==> src/rtl/dac_ser_pkg.sv <==
package dac_ser_pkg;
  typedef enum logic {
    PH_IDLE = 1'b0,
    PH_SEND = 1'b1
  } ph_e;
endpackage

==> src/rtl/dac_ser_seq.sv <==
module dac_ser_seq
  import dac_ser_pkg::*;
#(
  parameter int TOTAL = 32,
  parameter int CNT_W = 5
) (
  input  logic             clk_i,
  input  logic             rst_ni,
  input  logic             load_i,
  input  logic             shift_en_i,
  output logic             take_o,
  output logic             adv_o,
  output logic             stop_o,
  output logic             busy_o,
  output logic [CNT_W-1:0] nxt_idx_o
);
  ph_e              st_q;
  logic [CNT_W-1:0] cnt_q;
  logic             last;

  assign last      = (cnt_q == CNT_W'(TOTAL - 1));
  assign busy_o    = (st_q == PH_SEND);
  assign take_o    = load_i & shift_en_i;
  assign adv_o     = shift_en_i & ~load_i & busy_o & ~last;
  assign stop_o    = shift_en_i & ~load_i & busy_o & last;
  assign nxt_idx_o = cnt_q + CNT_W'(1);

  always_ff @(posedge clk_i or negedge rst_ni) begin
    if (!rst_ni) begin
      st_q  <= PH_IDLE;
      cnt_q <= '0;
    end else if (take_o) begin
      st_q  <= PH_SEND;
      cnt_q <= '0;
    end else if (adv_o) begin
      cnt_q <= nxt_idx_o;
    end else if (stop_o) begin
      st_q  <= PH_IDLE;
      cnt_q <= '0;
    end
  end


  hold_no_en_chk: assert property (@(posedge clk_i) disable iff (!rst_ni)
    !shift_en_i |=> $stable(cnt_q) && $stable(st_q));

  load_restart_chk: assert property (@(posedge clk_i) disable iff (!rst_ni)
    (load_i && shift_en_i) |=> (cnt_q == '0) && (st_q == PH_SEND));

  tail_idle_chk: assert property (@(posedge clk_i) disable iff (!rst_ni)
    (shift_en_i && !load_i && st_q == PH_SEND && cnt_q == CNT_W'(TOTAL - 1))
      |=> (st_q == PH_IDLE));
endmodule

==> src/rtl/dac_ser_bitsel.sv <==
module dac_ser_bitsel #(
  parameter int WORD_W = 16,
  parameter int CNT_W  = 5
) (
  input  logic [WORD_W-1:0] word_i,
  input  logic [CNT_W-1:0]  idx_i,
  output logic              bit_o
);
  localparam int PW = (WORD_W > 1) ? $clog2(WORD_W) : 1;

  generate
    if ((WORD_W & (WORD_W - 1)) == 0 && CNT_W >= PW) begin : g_pow2
      // Position within a copy is the low index bits; MSB first is their complement.
      logic unused_idx;
      assign unused_idx = ^idx_i;
      assign bit_o = word_i[~idx_i[PW-1:0]];
    end else begin : g_mod
      int pos;
      always_comb pos = WORD_W - 1 - (int'(idx_i) % WORD_W);
      assign bit_o = word_i[pos];
    end
  endgenerate
endmodule

==> src/rtl/dac_ser_top.sv <==
module dac_ser_top
  import dac_ser_pkg::*;
#(
  parameter int WORD_W = 16,
  parameter int COPIES = 2
) (
  input  logic              clk_i,
  input  logic              rst_ni,
  input  logic              load_i,
  input  logic              shift_en_i,
  input  logic [WORD_W-1:0] data_i,
  output logic              ser_o
);
  localparam int TOTAL = WORD_W * COPIES;
  localparam int CNT_W = (TOTAL > 1) ? $clog2(TOTAL) : 1;

  logic              take, adv, stop, busy;
  logic [CNT_W-1:0]  nxt_idx;
  logic [WORD_W-1:0] word_q;
  logic              sel_bit;
  logic              ser_q;

  dac_ser_seq #(.TOTAL(TOTAL), .CNT_W(CNT_W)) seq_i (
    .clk_i      (clk_i),
    .rst_ni     (rst_ni),
    .load_i     (load_i),
    .shift_en_i (shift_en_i),
    .take_o     (take),
    .adv_o      (adv),
    .stop_o     (stop),
    .busy_o     (busy),
    .nxt_idx_o  (nxt_idx)
  );

  dac_ser_bitsel #(.WORD_W(WORD_W), .CNT_W(CNT_W)) sel_i (
    .word_i (word_q),
    .idx_i  (nxt_idx),
    .bit_o  (sel_bit)
  );

  always_ff @(posedge clk_i or negedge rst_ni) begin
    if (!rst_ni) begin
      word_q <= '0;
      ser_q  <= 1'b0;
    end else if (take) begin
      word_q <= data_i;
      ser_q  <= data_i[WORD_W-1];
    end else if (adv) begin
      ser_q  <= sel_bit;
    end else if (stop) begin
      ser_q  <= 1'b0;
    end
  end

  assign ser_o = ser_q;


  idle_low_chk: assert property (@(posedge clk_i) disable iff (!rst_ni)
    !busy |-> !ser_o);

  msb_first_chk: assert property (@(posedge clk_i) disable iff (!rst_ni)
    (load_i && shift_en_i) |=> (ser_o == $past(data_i[WORD_W-1])));

  out_hold_chk: assert property (@(posedge clk_i) disable iff (!rst_ni)
    !shift_en_i |=> $stable(ser_o));

  word_hold_chk: assert property (@(posedge clk_i) disable iff (!rst_ni)
    !(load_i && shift_en_i) |=> $stable(word_q));
endmodule

==> config.mk <==
export PLATFORM = sky130hd
export DESIGN_NAME = dac_ser_top
export DESIGN_NICKNAME = d
export VERILOG_FILES = /design/src/rtl/dac_ser_pkg.sv /design/src/rtl/dac_ser_seq.sv /design/src/rtl/dac_ser_bitsel.sv /design/src/rtl/dac_ser_top.sv
export SDC_FILE = /design/constraint.sdc
export NUM_CORES = 1
export LEC_CHECK = 0
export BUFFER_PORTS_ARGS = -buffer_cell sky130_fd_sc_hd__buf_2
export CAP_MARGIN = 40
export CORE_UTILIZATION = 57
export CTS_BUF_LIST = sky130_fd_sc_hd__clkbuf_4
export CTS_CLUSTER_DIAMETER = 150
export DETAILED_ROUTE_END_ITERATION = 6
export PLACE_DENSITY = 0.81
export SKIP_LAST_GASP = 1
export SLEW_MARGIN = 5
export SYNTH_ARGS = -nofsm -noshare
export SYNTH_HDL_FRONTEND = slang
export SYNTH_HIERARCHICAL = 1
export SYNTH_SLANG_ARGS = --single-unit
==> constraint.sdc <==
create_clock -name clk_i -period 2.12 [get_ports clk_i]
set_clock_uncertainty 0.15 [all_clocks]
set_input_delay 0.212 -clock clk_i [delete_from_list [all_inputs] [get_ports clk_i]]
set_output_delay 0.212 -clock clk_i [all_outputs]
set_load 0.01 [all_outputs]
==> results of run 1 <==
synth_stat cells, types with 2 or more instances:
master,number
mux2_4,8
mux2_2,8
a21oi_1,2
nand2_1,3
mux2i_1,3
mux4_1,4
o21ai_0,7
nor2b_1,2
ha_1,2
dfrtp_1,23
nor2_1,2
inv_1,2
routing by layer:
| metal | share of wire, % | wire length (um) | vias up | global-route usage [%] |
|---|---|---|---|---|
| met4 | 3.0 | 69 | 0 | 10.0 |
| li1 | - | - | 387 | - |
| met2 | 48 | 1090 | 23 | 36.7 |
| met1 | 45 | 1020 | 399 | 28.7 |
| met3 | 3.8 | 87 | 8 | 7.92 |
| met5 | 0 | 0 | - | 0 |
final cells by class:
| class | count | area share (%) |
|---|---|---|
| flip-flops and latches | 23 | 37.8 |
| multi-input cells | 55 | 37.7 |
| inverters | 2 | 0.492 |
| clock inverters | 1 | 0.492 |
| repair buffers | 39 | 19.7 |
| diodes | 1 | 0.164 |
| clock buffers | 3 | 1.48 |
| well taps | 27 | 2.21 |
final timing paths:
path                       cells past startpoint      startpoint        endpoint
setup / recovery                               6  seq_i/cnt_q[0]           ser_o
hold / removal                                 3      shift_en_i    seq_i/busy_o
setup reg to reg                               6  seq_i/cnt_q[0]           ser_o
hold reg to reg                                1      word_q[12]      word_q[12]
max in group asynchronous                      2          rst_ni  seq_i/cnt_q[0]
min in group asynchronous                      2          rst_ni       word_q[1]
power by group:
part	leakage [uW]	switching, uW	internal [uW]	total [uW]
logic	0.000409	93.9	166	260
registers	0.000274	45.3	499	545
clock network	0.0000140	138	72.2	210
total	0.000697	277	737	1010
sequential cells by signal, indices dropped and copies added, names as in the netlist:
register and cells:
word_q 16, seq_i/cnt_q 5, seq_i/busy_o 1, ser_o 1
worst min-delay path: stages:
cell	delay, ns
buf_2	0.13
nand2_1	0.06
a21o_1	0.10
kinds of logic after synthesis:
| kind of cell | count (synthesis) | synth area share, % |
|---|---|---|
| adder cells (fa/ha/maj) | 2 | 2.11 |
| AO/OA/AOI/OAI | 14 | 7.28 |
| XOR/XNOR | 2 | 2.11 |
| buffers and inverters | 4 | 3.27 |
| AND/OR/NAND/NOR | 14 | 7.60 |
| multiplexers | 23 | 29.1 |
| flip-flops | 23 | 48.5 |
metrics by stage:
step	area (um^2)	instances	hold slack [ns]	worst slack, ns
CTS	1520	150	0.0499	0.0751
global route	1530	151	0.0606	0.00740
floorplan	1190	82	-0.234	0.208
detailed placement	1310	128	0.0546	0.110
global placement	1310	128	0.0488	0.160
finish	1530	151	0.0575	0.126
what timing repair did:
item	4_1_cts	5_1_grt
endpoints found under the hold margin	40	0
endpoints found under the setup margin	0	1
resized for setup	0	2
hold buffers	18	0
==> flow_metrics.py, run 1 <==
metrics = {
    "synthesis": {
        "syn_avg_cell_area_um2": 14.5,
        "synth_top_area_cell": "dfrtp_1",
        "yosys-top-cells-area": "dfrtp_1, mux2_4, mux4_1",
        "synthDistinctLibCells": 28,
        "ys_warn_count": 6,
        "synth_area_mm2": 0.00119,
        "synthCells": 82,
        "async_flop_share_pct": 100,
        "syn-num-nets": 104,
        "synth_seq_cells": 23,
        "synth_enable_flop_cells": 0,
        "yosysSeqAreaShare_pct": 48.5,
        "synth_top_area_share_pct": 48.5,
        "synth_flop_cell": "dfrtp_1",
    },
    "setup_path": {
        "reg2reg_slack_ns": 0.13,
        "critPathMaxStageDelay_ns": 0.46,
        "crit_required_ns": 2.23,
        "end_kind": "flip-flop",
        "crit_chain": "ha_2 -> and3_2 -> ha_1 -> and4b_1 -> or3b_1 -> a21oi_1",
        "worstSetupPathType": "reg2reg",
        "crit_path_top_delay_cell": "dfrtp_2",
        "crit_fanout": 5,
        "critPathLaunchType": "flip-flop",
        "worstPathArrival_ns": 2.10,
        "crit_buf_inv": 0,
        "crit_family": "simple AND/OR/NAND/NOR gates",
    },
    "grt": {
        "grt_pass1_wl_mm": 3.42,
        "grt_use_total_pct": 23.0,
        "grt_pass1_vias": 784,
        "antenna_found_initial": 1,
        "grt_max_degree": 24,
        "grt_remaining_overflow": 0,
    },
    "detailed_routing": {
        "totalWireLength_mm": 2.27,
        "drc": 0,
        "first_pass_iters": 4,
        "drt_first_iter_violations": 7,
        "num_vias": 817,
        "routedWlPerCell_um": 15.0,
        "viasPerCell": 5.41,
        "ant_nets": 0,
    },
    "finish": {
        "layout_common_cells": "dfrtp_1, buf_2, dlygate4sd3_1",
        "multiInputGateArea_um2": 574,
        "regArea_um2": 577,
        "final_util_pct": 77.7,
        "drive_above_1_share_pct": 38.2,
        "layout_commonest_cell": "dfrtp_1",
        "fillers": 131,
        "area_growth_pct": 28.6,
        "nets": 146,
    },
    "floorplan": {
        "die_x_um": 47.6,
        "core_area_mm2": 0.00196,
        "die_height_um": 47.6,
        "start_util_pct": 60.5,
        "io_pins": 21,
        "placementRows": 16,
        "dieArea_mm2": 0.00227,
    },
    "timing": {
        "relSlewSlack_pct": 66.0,
        "period_minus_slack_ns": 1.99,
        "max_freq_mhz": 502,
        "hold_viol": 0,
        "setup_viol_count_final": 0,
        "fin_tns_setup_ns": 0,
        "worst_pin_slew_ns": 0.510,
        "drv_slew": 0,
        "rsz0062_at_grt": "no",
        "fin_crit_sh_pct": 94.0,
    },
    "pwr": {
        "power.total_uw": 1010,
        "p_leak_uw": 0.000697,
        "power.density_mw_per_mm2": 665,
        "peakVddDrop_mv": 0.541,
    },
    "clock_network": {
        "cts.clk_slew.worst_paths_ns": 0.13,
        "cts_root_buf": "clkbuf_4",
        "clockBufferDepth": 2,
        "clkLatencyLatePin_ns": 0.32,
        "postCtsSetupRepairBufs": 0,
        "htreeDepth": 1,
        "cts_buffers": 3,
        "cts.sinks": 23,
        "cts_tree": "done",
    },
    "placed_design": {
        "routabilityCongestion": 0.872,
        "hpwl_mm": 1.42,
        "io_buffers": 20,
    },
    "run_status": {
        "outcome": "completed",
    },
    "run": {
        "cap_violations": 0,
    },
    "hold_path": {
        "hold_path.class": "in2reg",
    },
}
Power figures use the tool's default switching activity.
==> inputs of run 2 (changes only) <==
CTS_CLUSTER_SIZE = 20   (was not set)
clock period = 2.15 ns   (was 2.12 ns; I/O delays follow)
==> flow_metrics.py, run 2 (synthesis gave the netlist of run 1 again) <==
metrics = {
    "placed_design": {
        "routabilityCongestion": 0.872,
        "io_buffers": 20,
        "hpwl_mm": 1.48,
        "dpl_cell_area_mm2": 0.00131,
    },
    "timing": {
        "period_minus_slack_ns": 2.07,
        "drv_slew": 0,
        "rsz0062_at_grt": "no",
        "hold_viol": 0,
        "fin_crit_sh_pct": 96.2,
        "worst_pin_slew_ns": 0.491,
        "max_freq_mhz": 483,
        "setup_viol_count_final": 0,
        "fin_tns_setup_ns": 0,
        "relSlewSlack_pct": 67.3,
    },
    "finish": {
        "final_area_mm2": 0.00150,
        "final_util_pct": 76.4,
        "fillers": 138,
        "layout_common_cells": "dfrtp_1, buf_2, dlygate4sd3_1",
        "nets": 144,
        "drive_above_1_share_pct": 37.2,
        "layout_commonest_cell": "dfrtp_1",
        "largest-register": "word_q",
        "antenna_cells": 0,
        "area_growth_pct": 26.4,
        "largest_register_ffs": 16,
        "reg_top3": "word_q x16, seq_i/cnt_q x5",
    },
    "floorplan": {
        "placementRows": 16,
        "core_area_mm2": 0.00196,
        "dieArea_mm2": 0.00227,
        "die_x_um": 47.6,
        "start_util_pct": 60.5,
        "die_height_um": 47.6,
        "io_pins": 21,
    },
    "grt": {
        "grt_max_degree": 24,
        "grt_pass1_wl_mm": 3.38,
        "grt_remaining_overflow": 0,
        "grt_pass1_vias": 772,
        "grt_use_total_pct": 22.9,
        "antenna_found_initial": 0,
    },
    "clock_network": {
        "clkLatencyLatePin_ns": 0.30,
        "cts_tree": "done",
        "clockBufferDepth": 2,
        "postCtsResizedCells": 0,
        "postCtsSetupRepairBufs": 0,
        "htreeDepth": 1,
        "cts_buffers": 3,
        "cts.clk_slew.worst_paths_ns": 0.12,
        "cts_root_buf": "clkbuf_4",
        "cts.sinks": 23,
    },
    "detailed_routing": {
        "drt_first_iter_violations": 1,
        "viasPerCell": 5.34,
        "drc": 0,
        "totalWireLength_mm": 2.19,
        "ant_nets": 0,
        "first_pass_iters": 4,
        "num_vias": 791,
        "routedWlPerCell_um": 14.8,
    },
    "pwr": {
        "seqPwrFrac_pct": 54.0,
        "p_sw_uw": 256,
        "clockPowerShare_pct": 20.4,
        "p_leak_uw": 0.000696,
        "swShare_pct": 25.8,
        "power.density_mw_per_mm2": 662,
        "power.total_uw": 992,
        "peakVddDrop_mv": 0.673,
        "p_int_uw": 736,
        "combPwrFrac_pct": 25.6,
    },
    "setup_path": {
        "end_kind": "flip-flop",
        "crit_chain": "ha_1 -> and3_2 -> ha_1 -> and4b_1 -> or3b_1 -> a21oi_1",
        "rr_worst_depth": 6,
        "critPathMaxStageDelay_ns": 0.44,
        "r2r_end": "ser_o",
        "crit_family": "simple AND/OR/NAND/NOR gates",
        "crit_buf_inv": 0,
        "worstPathArrival_ns": 2.15,
        "crit_required_ns": 2.23,
        "crit_path_top_delay_cell": "dfrtp_1",
        "worstSetupPathType": "reg2reg",
        "rr_startpoint": "seq_i/cnt_q[0]",
        "crit_top_cell": "ha_1",
        "reg2reg_slack_ns": 0.08,
        "crit_fanout": 5,
        "critPathLaunchType": "flip-flop",
    },
    "hold_path": {
        "hold_path.class": "in2reg",
        "worst_hold_path.num_cells": 2,
        "min_from": "data_i[15]",
        "hold_end": "word_q[15]",
    },
    "run": {
        "cap_violations": 0,
    },
    "run_status": {
        "outcome": "completed",
    },
}
==> run 2: through the flow <==
step	std cells	hold slack, ns	worst slack (ns)
2_1_floorplan	82	-0.231	0.238
3_3_place_gp	128	0.0520	0.192
6_report	148	0.0256	0.0813
5_1_grt	148	0.0157	0.00507
4_1_cts	148	0.0131	0.0842
3_5_place_dp	128	0.0564	0.106
==> run 2: layout make-up <==
| type | count | area (um^2) | share of cell area, % |
|---|---|---|---|
| Multi-Input combinational cell | 55 | 572 | 38.1 |
| Clock buffer | 4 | 30.0 | 2.00 |
| Tap cell | 27 | 33.8 | 2.25 |
| Sequential cell | 23 | 576 | 38.4 |
| Inverter | 2 | 7.51 | 0.501 |
| Timing Repair Buffer | 37 | 280 | 18.7 |
==> run 2: how the worst max path moves through the flow <==
stage / from / endpoint / slack [ns] / depth (start not counted)
6_report: seq_i/cnt_q[0] / ser_o / 0.08 / 6
3_3_place_gp: seq_i/cnt_q[0] / ser_o / 0.19 / 6
5_1_grt: seq_i/cnt_q[0] / ser_o / 0.005 / 7
4_1_cts: seq_i/cnt_q[0] / ser_o / 0.08 / 6
2_1_floorplan: seq_i/cnt_q[0] / ser_o / 0.24 / 6
3_5_place_dp: seq_i/cnt_q[0] / ser_o / 0.11 / 6
==> run 2: power groups by stage <==
| stage | registers [uW] | logic (uW) | clock network, uW |
|---|---|---|---|
| 6_report | 536 | 254 | 202 |
| 5_1_grt | 543 | 277 | 222 |
| 4_1_cts | 535 | 255 | 212 |
| 3_5_place_dp | 543 | 232 | 0 |
| 3_3_place_gp | 539 | 224 | 0 |
| 2_1_floorplan | 531 | 172 | 0 |
==> run 2: per-layer routing <==
metal	track usage (%)	wire, um
met3	7.17	71
met1	27.7	974
met2	37.8	1100
met5	0	0
met4	10.0	46
==> run 2: what timing repair did <==
| action | CTS | global route |
|---|---|---|
| endpoints found under the setup margin | 0 | 0 |
| hold buffers | 16 | 0 |
| endpoints found under the hold margin | 38 | 0 |
